**src/rtl/dotp_pkg.sv**
```systemverilog
// Package: shared sizing defaults and width helpers for the serial
// dot-product engine. Assumes element count of at least two.
package dotp_pkg;

    localparam int unsigned DEF_ELEM_W = 16;
    localparam int unsigned DEF_N_ELEM = 8;

    // Accumulator width: a full product plus growth bits for the sum,
    // with one spare bit of headroom.
    function automatic int unsigned acc_width(input int unsigned elem_w,
                                              input int unsigned n_elem);
        return 2 * elem_w + $clog2(n_elem) + 1;
    endfunction

endpackage

```
**src/rtl/dotp_elem_sel.sv**
```systemverilog
// Module: picks element `idx` from each packed operand word.
// Assumes element i occupies bits [ELEM_W*i +: ELEM_W]; purely combinational.
module dotp_elem_sel #(
    parameter int unsigned ELEM_W = 16,
    parameter int unsigned N_ELEM = 8,
    localparam int unsigned IDX_W  = $clog2(N_ELEM),
    localparam int unsigned VEC_W  = ELEM_W * N_ELEM
) (
    input  logic [VEC_W-1:0]  vec_a,
    input  logic [VEC_W-1:0]  vec_b,
    input  logic [IDX_W-1:0]  idx,
    output logic [ELEM_W-1:0] elem_a,
    output logic [ELEM_W-1:0] elem_b
);

    logic [ELEM_W-1:0] lane_a [N_ELEM];
    logic [ELEM_W-1:0] lane_b [N_ELEM];

    // Unpack both operand words into element lanes.
    for (genvar g = 0; g < N_ELEM; g++) begin : g_lane
        assign lane_a[g] = vec_a[g*ELEM_W +: ELEM_W];
        assign lane_b[g] = vec_b[g*ELEM_W +: ELEM_W];
    end

    // Select the lane addressed by the current index.
    always_comb begin
        elem_a = '0;
        elem_b = '0;
        for (int i = 0; i < N_ELEM; i++) begin
            if (idx == IDX_W'(i)) begin
                elem_a = lane_a[i];
                elem_b = lane_b[i];
            end
        end
    end

endmodule

```
**src/rtl/dotp_seq.sv**
```systemverilog
// Module: element index walker and sticky completion flag.
// Assumes synchronous active-low reset; index and flag freeze once done.
module dotp_seq #(
    parameter int unsigned N_ELEM = 8,
    localparam int unsigned IDX_W = $clog2(N_ELEM),
    localparam logic [IDX_W-1:0] LAST = IDX_W'(N_ELEM - 1)
) (
    input  logic             clk,
    input  logic             rst_n,
    output logic [IDX_W-1:0] idx,
    output logic             done,
    output logic             step
);

    // A step happens on every edge until completion.
    assign step = ~done;

    // Advance the index and latch completion on the last element.
    always_ff @(posedge clk) begin
        if (!rst_n) begin
            idx  <= '0;
            done <= 1'b0;
        end else if (!done) begin
            idx  <= (idx == LAST) ? '0 : idx + IDX_W'(1);
            done <= (idx == LAST);
        end
    end

    // index advances by one per active edge before the last element
    a_r3_idx_step: assert property (@(posedge clk) disable iff (!rst_n)
        (!done && idx != LAST) |=> (idx == $past(idx) + IDX_W'(1)));

    // completion rises only after the last element was processed
    a_r4_done_at_last: assert property (@(posedge clk) disable iff (!rst_n)
        $rose(done) |-> ($past(idx) == LAST));

    // completion flag is sticky until reset
    a_r5_done_sticky: assert property (@(posedge clk) disable iff (!rst_n)
        done |=> done);

endmodule

```
**src/rtl/dotp_mac.sv**
```systemverilog
// Module: unsigned multiply-accumulate register.
// Assumes operands unsigned; accumulates only when `step` is high.
module dotp_mac #(
    parameter int unsigned ELEM_W = 16,
    parameter int unsigned ACC_W  = 36,
    localparam int unsigned PROD_W = 2 * ELEM_W
) (
    input  logic              clk,
    input  logic              rst_n,
    input  logic              step,
    input  logic [ELEM_W-1:0] opnd_a,
    input  logic [ELEM_W-1:0] opnd_b,
    output logic [ACC_W-1:0]  acc
);

    logic [PROD_W-1:0] prod;

    // Full-width unsigned product of the current element pair.
    assign prod = opnd_a * opnd_b;

    // Add the product into the accumulator while stepping.
    always_ff @(posedge clk) begin
        if (!rst_n) begin
            acc <= '0;
        end else if (step) begin
            acc <= acc + ACC_W'(prod);
        end
    end

    // accumulator holds when no step is taken
    a_r5_hold_result: assert property (@(posedge clk) disable iff (!rst_n)
        !step |=> $stable(acc));

    // accumulation never wraps
    a_r6_no_overflow: assert property (@(posedge clk) disable iff (!rst_n)
        step |=> (acc >= $past(acc)));

endmodule

```
**src/rtl/dotp_serial.sv**
```systemverilog
// Module: top of the serial dot-product engine. Walks element pairs in
// ascending order, one multiply-accumulate per clock, then freezes.
// Assumes operands stay stable during a computation; restart needs reset.
module dotp_serial
    import dotp_pkg::*;
#(
    parameter int unsigned ELEM_W = DEF_ELEM_W,
    parameter int unsigned N_ELEM = DEF_N_ELEM,
    localparam int unsigned IDX_W = $clog2(N_ELEM),
    localparam int unsigned VEC_W = ELEM_W * N_ELEM,
    localparam int unsigned ACC_W = acc_width(ELEM_W, N_ELEM)
) (
    input  logic             clk,
    input  logic             rst_n,
    input  logic [VEC_W-1:0] vec_a,
    input  logic [VEC_W-1:0] vec_b,
    output logic [ACC_W-1:0] dot_out,
    output logic             dot_done
);

    logic [IDX_W-1:0]  idx;
    logic              step;
    logic [ELEM_W-1:0] elem_a;
    logic [ELEM_W-1:0] elem_b;

    dotp_seq #(.N_ELEM(N_ELEM)) u_seq (
        .clk  (clk),
        .rst_n(rst_n),
        .idx  (idx),
        .done (dot_done),
        .step (step)
    );

    dotp_elem_sel #(.ELEM_W(ELEM_W), .N_ELEM(N_ELEM)) u_sel (
        .vec_a (vec_a),
        .vec_b (vec_b),
        .idx   (idx),
        .elem_a(elem_a),
        .elem_b(elem_b)
    );

    dotp_mac #(.ELEM_W(ELEM_W), .ACC_W(ACC_W)) u_mac (
        .clk   (clk),
        .rst_n (rst_n),
        .step  (step),
        .opnd_a(elem_a),
        .opnd_b(elem_b),
        .acc   (dot_out)
    );

    // a reset edge leaves result and flag cleared
    a_r1_reset_clears: assert property (@(posedge clk)
        !rst_n |=> (dot_out == '0 && !dot_done));

endmodule

```
**config.mk**
```make
export PLATFORM = sky130hd
export DESIGN_NAME = dotp_serial
export DESIGN_NICKNAME = d
export VERILOG_FILES = /design/src/rtl/dotp_pkg.sv /design/src/rtl/dotp_elem_sel.sv /design/src/rtl/dotp_seq.sv /design/src/rtl/dotp_mac.sv /design/src/rtl/dotp_serial.sv
export SDC_FILE = /design/constraint.sdc
export NUM_CORES = 1
export LEC_CHECK = 0
export ABC_AREA = 1
export BUFFER_PORTS_ARGS = -buffer_cell sky130_fd_sc_hd__buf_2
export CAP_MARGIN = 25
export CORE_MARGIN = 2
export CORE_UTILIZATION = 28
export CTS_CLUSTER_SIZE = 24
export DETAILED_ROUTE_END_ITERATION = 8
export MAX_ROUTING_LAYER = met4
export PLACE_DENSITY = 0.46
export REMOVE_ABC_BUFFERS = 1
export SETUP_SLACK_MARGIN = 0.3
export SLEW_MARGIN = 20
export SYNTH_ARGS = -nofsm -noshare
export SYNTH_HDL_FRONTEND = slang
export SYNTH_SLANG_ARGS = --single-unit
```
**constraint.sdc**
```tcl
create_clock -name clk -period 15.7 [get_ports clk]
set_clock_uncertainty 0.2 [all_clocks]
set_input_delay 3.14 -clock clk [delete_from_list [all_inputs] [get_ports clk]]
set_output_delay 3.14 -clock clk [all_outputs]
set_load 0.05 [all_outputs]
```
==> flow_summary.ini, run 1 <==
[status]
status = finished, final reports clean

[synth]
syn_inst = 2450
netlist_area_mm2 = 0.0153
postSynth.asyncResetShare = 0
synth_area_per_cell_um2 = 6.26
synth_top_family_by_area = adder cells
ys_warn_count = 0
synth_edf_count = 0
ys_seq_area_frac = 0.0522
synth.area.mux_share = 0
synthAdderAreaFrac = 0.390
yosys_register_bits = 40
ys.flop_type = dfxtp_1
yosys.area_share.simple = 0.328
synth_xor_area_frac = 0.00628
synth_compound_area_frac = 0.0346
yosysUniqueCellTypes = 35

[worst_setup_path]
arrival_ns = 9.42
crit_path_end_kind = register
r2r_start = u_seq.idx[2]
startpoint_type = primary input
critPathBufInv = 8
path_common_cell = nand2_1
worstPathMaxFanout = 14
cp_top_family = adder cells
ff2ff_setup_slack_ns = 7.33
crit_path_start = vec_b[37]
critPathKind = in -> reg
crit_required_ns = 15.72
slowest_delay_ns = 0.60
crit_path_top_delay_cell = fa_1

[floorplan]
initial_core_util = 0.284
fp.dieW_um = 238
io_pins = 295
die_area_mm2 = 0.0567
die_h_um = 238
row_count = 85
core_area_mm2 = 0.0540

[finish]
layout_common_cells = 759 x nand2_1, 627 x inv_1, 294 x buf_2
layout_commonest_cell = nand2_1
fillers = 6157
nets = 3285
drive_above_1_share = 0.155
syn_to_final_growth_pct = 14.2

[sta]
rsz0062_at_grt = no
worstMarginPinSlew_ns = 0.821
period_needed_ns = 9.41
setup_viol = 0
slew_headroom = 0.451
max_freq_mhz = 106
drv_slew = 0
hold_viol_final = 0
finalCritPeriodShare = 0.599
fin_setup_tns_ns = 0

[global_route]
grt_pass1_vias = 15200
grt_max_degree = 65
overflow = 0
grt_pass1_wl_um = 87400
antenna_found_initial = 9
track_usage = 0.206

[placed_design]
port_buffers = 294
dp_hpwl_um = 47500
gp_congestion = 0.899

[worst_hold_path]
hp-class = reg -> reg
min-delay-start = u_mac.acc[2]

[clocking]
post-cts-setup-buffer-count = 0
ctsHoldBuffers = 0
tritoncts = built
worstSkewPairLatency_ns = 0.31
root_buffer = clkbuf_16
clk_path_buf_depth = 2
clock_sinks = 40
cts_resized = 0
h-tree-depth = 2
clk_pin_slew_ns = 0.07
numCtsBuffers = 5

[route]
wl_per_cell_um = 16.4
drt_pass1_iterations = 5
routed_wl_um = 55500
vias_per_cell = 4.41
num_vias = 14900
final_antenna_net_count = 0
drc = 0
drtIter0Drc = 643

[job]
cap_violations = 0
==> final timing paths <==
kind	end	cells past startpoint
setup / recovery	u_mac.acc[22]	31
hold / removal	u_mac.acc[2]	2
setup reg to reg	u_mac.acc[22]	34
hold reg to reg	u_mac.acc[2]	2
==> routing by layer <==
metal	vias to the layer above	GRT usage	wire length, um
met2	424	0.340	25700
li1	7480	-	-
met4	0	0.0396	838
met5	-	-	0
met3	42	0.0230	2760
met1	6997	0.274	26200
==> state kept, by name, indices dropped and copies added (netlist names) <==
register    flops
u_mac.acc      36
u_seq.done      1
u_seq.idx       3
==> worst register-to-register path, delay by kind of cell (launching register included) <==
family	cells	cell delay, ns
flip-flops	1	0.73
adder cells (fa/ha/maj)	8	3.65
AO/OA/AOI/OAI	1	0.19
AND/OR/NAND/NOR	15	1.99
buffers and inverters	10	1.52
==> area by class of cell <==
class	count	area, um2	share of cell area
Tap cell	696	871	0.0497
Clock buffer	7	153	0.00872
Multi-Input combinational cell	1681	11600	0.665
Sequential cell	40	801	0.0457
Inverter	656	2460	0.141
Clock inverter	1	30.0	0.00172
Antenna cell	9	22.5	0.00129
Timing Repair Buffer	301	1520	0.0870
==> synthesized netlist by cell type (8+ instances only) <==
master	number	area, um2
nand3_1	111	556
a21oi_1	45	225
buf_6	11	124
inv_2	27	101
o21ai_0	41	205
inv_1	627	2350
clkbuf_1	28	105
buf_2	20	100
fa_1	226	4520
dfxtp_1	40	801
buf_4	13	97.6
nor2_2	20	125
ha_1	116	1450
o21ai_1	11	55.1
or2_2	28	175
nand2_2	21	131
nand2_4	8	90.1
xor2_1	10	87.6
nor2_1	255	957
nand2_1	760	2850
==> cell families after synthesis <==
kind of cell | Yosys count
buffers and inverters | 729
AOI/OAI and AO/OA | 103
adders and majority gates | 342
and+or+nand+nor | 1225
DFF | 40
xor gates and xnor gates | 11
==> metrics by stage <==
step            util  instances  area [um2]  worst slack, ns  hold WS [ns]
2_1_floorplan      -       2377       14900             7.10         0.294
3_3_place_gp   0.320       3374       17300             5.93         0.306
3_5_place_dp   0.320       3374       17300             5.96         0.309
4_1_cts        0.324       3382       17500             6.27         0.321
5_1_grt        0.324       3391       17500             5.89         0.355
6_report       0.324       3391       17500             6.29         0.319
Power of run 1 is not shown: default switching activity piles up to over one toggle a cycle in this logic, so the estimate is an artifact.
==> run 2, diff against run 1 <==
==> constraint.sdc (replaced) <==
create_clock -name clk -period 9.1 [get_ports clk]
set_clock_uncertainty 0.2 [all_clocks]
set_input_delay 1.82 -clock clk [delete_from_list [all_inputs] [get_ports clk]]
set_output_delay 1.82 -clock clk [all_outputs]
set_load 0.05 [all_outputs]
==> run 2 against run 1 <==
Via count fell by 1.1%. Wire length fell by 1.9%. Worst setup slack got worse by 5.5 ns. Cell area barely moved. Worst hold slack got worse by 0.0028 ns. Sequential share of layout area barely moved. Highest routed layer unchanged.
==> flow_summary.ini, run 2 (synthesized netlist as in run 1, its figures left out) <==
[status]
status = finished, final reports clean

[global_route]
use_met2 = 0.341
met1_usage = 0.259
antenna_found_initial = 3
grt_pass1_vias = 15500
overflow = 0
grt_max_degree = 65
busiest_layer = met2
track_usage = 0.200
use_met3 = 0.0220
grt_pass1_wl_um = 86300

[worst_hold_path]
min-delay-start = u_mac.acc[0]
min_path_cells = 2
hp-class = reg -> reg
hold-path-endpoint = u_mac.acc[0]

[floorplan]
fp.dieW_um = 238
core_area_mm2 = 0.0540
row_count = 85
io_pins = 295
initial_core_util = 0.284
die_h_um = 238
die_area_mm2 = 0.0567

[clocking]
post-cts-setup-buffer-count = 0
numCtsBuffers = 5
worstSkewPairLatency_ns = 0.32
ctsHoldBuffers = 0
clock_sinks = 40
root_buffer = clkbuf_16
clk_path_buf_depth = 2
clk_pin_slew_ns = 0.08
tritoncts = built
h-tree-depth = 2
cts_resized = 0

[route]
final_antenna_net_count = 0
num_vias = 14800
wl_per_cell_um = 16.1
drt_pass1_iterations = 5
drtIter0Drc = 650
drc = 0
vias_per_cell = 4.36
routed_wl_um = 54500

[worst_setup_path]
crit_path_start = u_seq.idx[2]
crit_path_end_kind = register
arrival_ns = 8.31
reg2regPathDepth = 33
crit_required_ns = 9.13
ff2ff_setup_slack_ns = 0.82
startpoint_type = register
cp_top_family = adder cells
critPathKind = reg -> reg
crit_path_top_delay_cell = dfxtp_1
r2r_end = u_mac.acc[22]
slowest_delay_ns = 0.87
path_common_cell = nand2_1
worstPathMaxFanout = 32
critPathBufInv = 9
r2r_start = u_seq.idx[2]

[sta]
period_needed_ns = 8.28
slew_headroom = 0.435
hold_viol_final = 0
max_freq_mhz = 121
finalCritPeriodShare = 0.910
setup_viol = 0
fin_setup_tns_ns = 0
rsz0062_at_grt = no
worstMarginPinSlew_ns = 0.846
drv_slew = 0

[finish]
drive_above_1_share = 0.156
regMostFlops = u_mac.acc
layout_common_cells = 759 x nand2_1, 627 x inv_1, 294 x buf_2
fillers = 6173
layout_commonest_cell = nand2_1
nets = 3290
syn_to_final_growth_pct = 14.1
reg_top3 = u_mac.acc: 36 flops, u_seq.idx: 3 flops, u_seq.done: 1 flops
largest_register_ff_count = 36

[placed_design]
dp_hpwl_um = 46800
gp_congestion = 0.949
port_buffers = 294

[job]
cap_violations = 0
## run 2: worst max-delay path by stage
stage | cells past startpoint | slack [ns] | end
floorplan | 28 | 1.82 | u_mac.acc[31]
global placement | 31 | 0.63 | u_mac.acc[22]
detailed placement | 31 | 0.65 | u_mac.acc[22]
CTS | 33 | 0.77 | u_mac.acc[22]
global route | 33 | 0.34 | u_mac.acc[22]
finish | 33 | 0.82 | u_mac.acc[22]
## run 2: through the flow
stage | area (um2) | cells | utilization | hold slack [ns] | setup slack (ns)
floorplan | 14900 | 2377 | - | 0.294 | 1.82
global placement | 17300 | 3378 | 0.321 | 0.294 | 0.632
detailed placement | 17300 | 3378 | 0.321 | 0.308 | 0.648
CTS | 17500 | 3386 | 0.324 | 0.318 | 0.772
global route | 17500 | 3390 | 0.324 | 0.344 | 0.342
finish | 17500 | 3390 | 0.324 | 0.316 | 0.816
## run 2: area by class of cell
type / instances / area [um2] / share of cell area
Tap cell: 696 / 871 / 0.0498
Timing Repair Buffer: 305 / 1550 / 0.0888
Sequential cell: 40 / 801 / 0.0458
Inverter: 656 / 2460 / 0.141
Clock inverter: 1 / 7.51 / 0.000429
Clock buffer: 7 / 143 / 0.00815
Multi-Input combinational cell: 1682 / 11700 / 0.666
Antenna cell: 3 / 7.51 / 0.000429
## run 2: per-layer routing
layer,vias to the layer above,share of wire
met2,357,0.47
met5,-,0
met4,0,0.011
met1,6912,0.47
met3,34,0.048
li1,7480,-
## run 2: worst min-delay path, cell delays in order, from the launching register on
cell and delay (ns):
dfxtp_1 0.33, nor2_1 0.10, nor2_1 0.05
Power of run 2 is left out for the same reason.
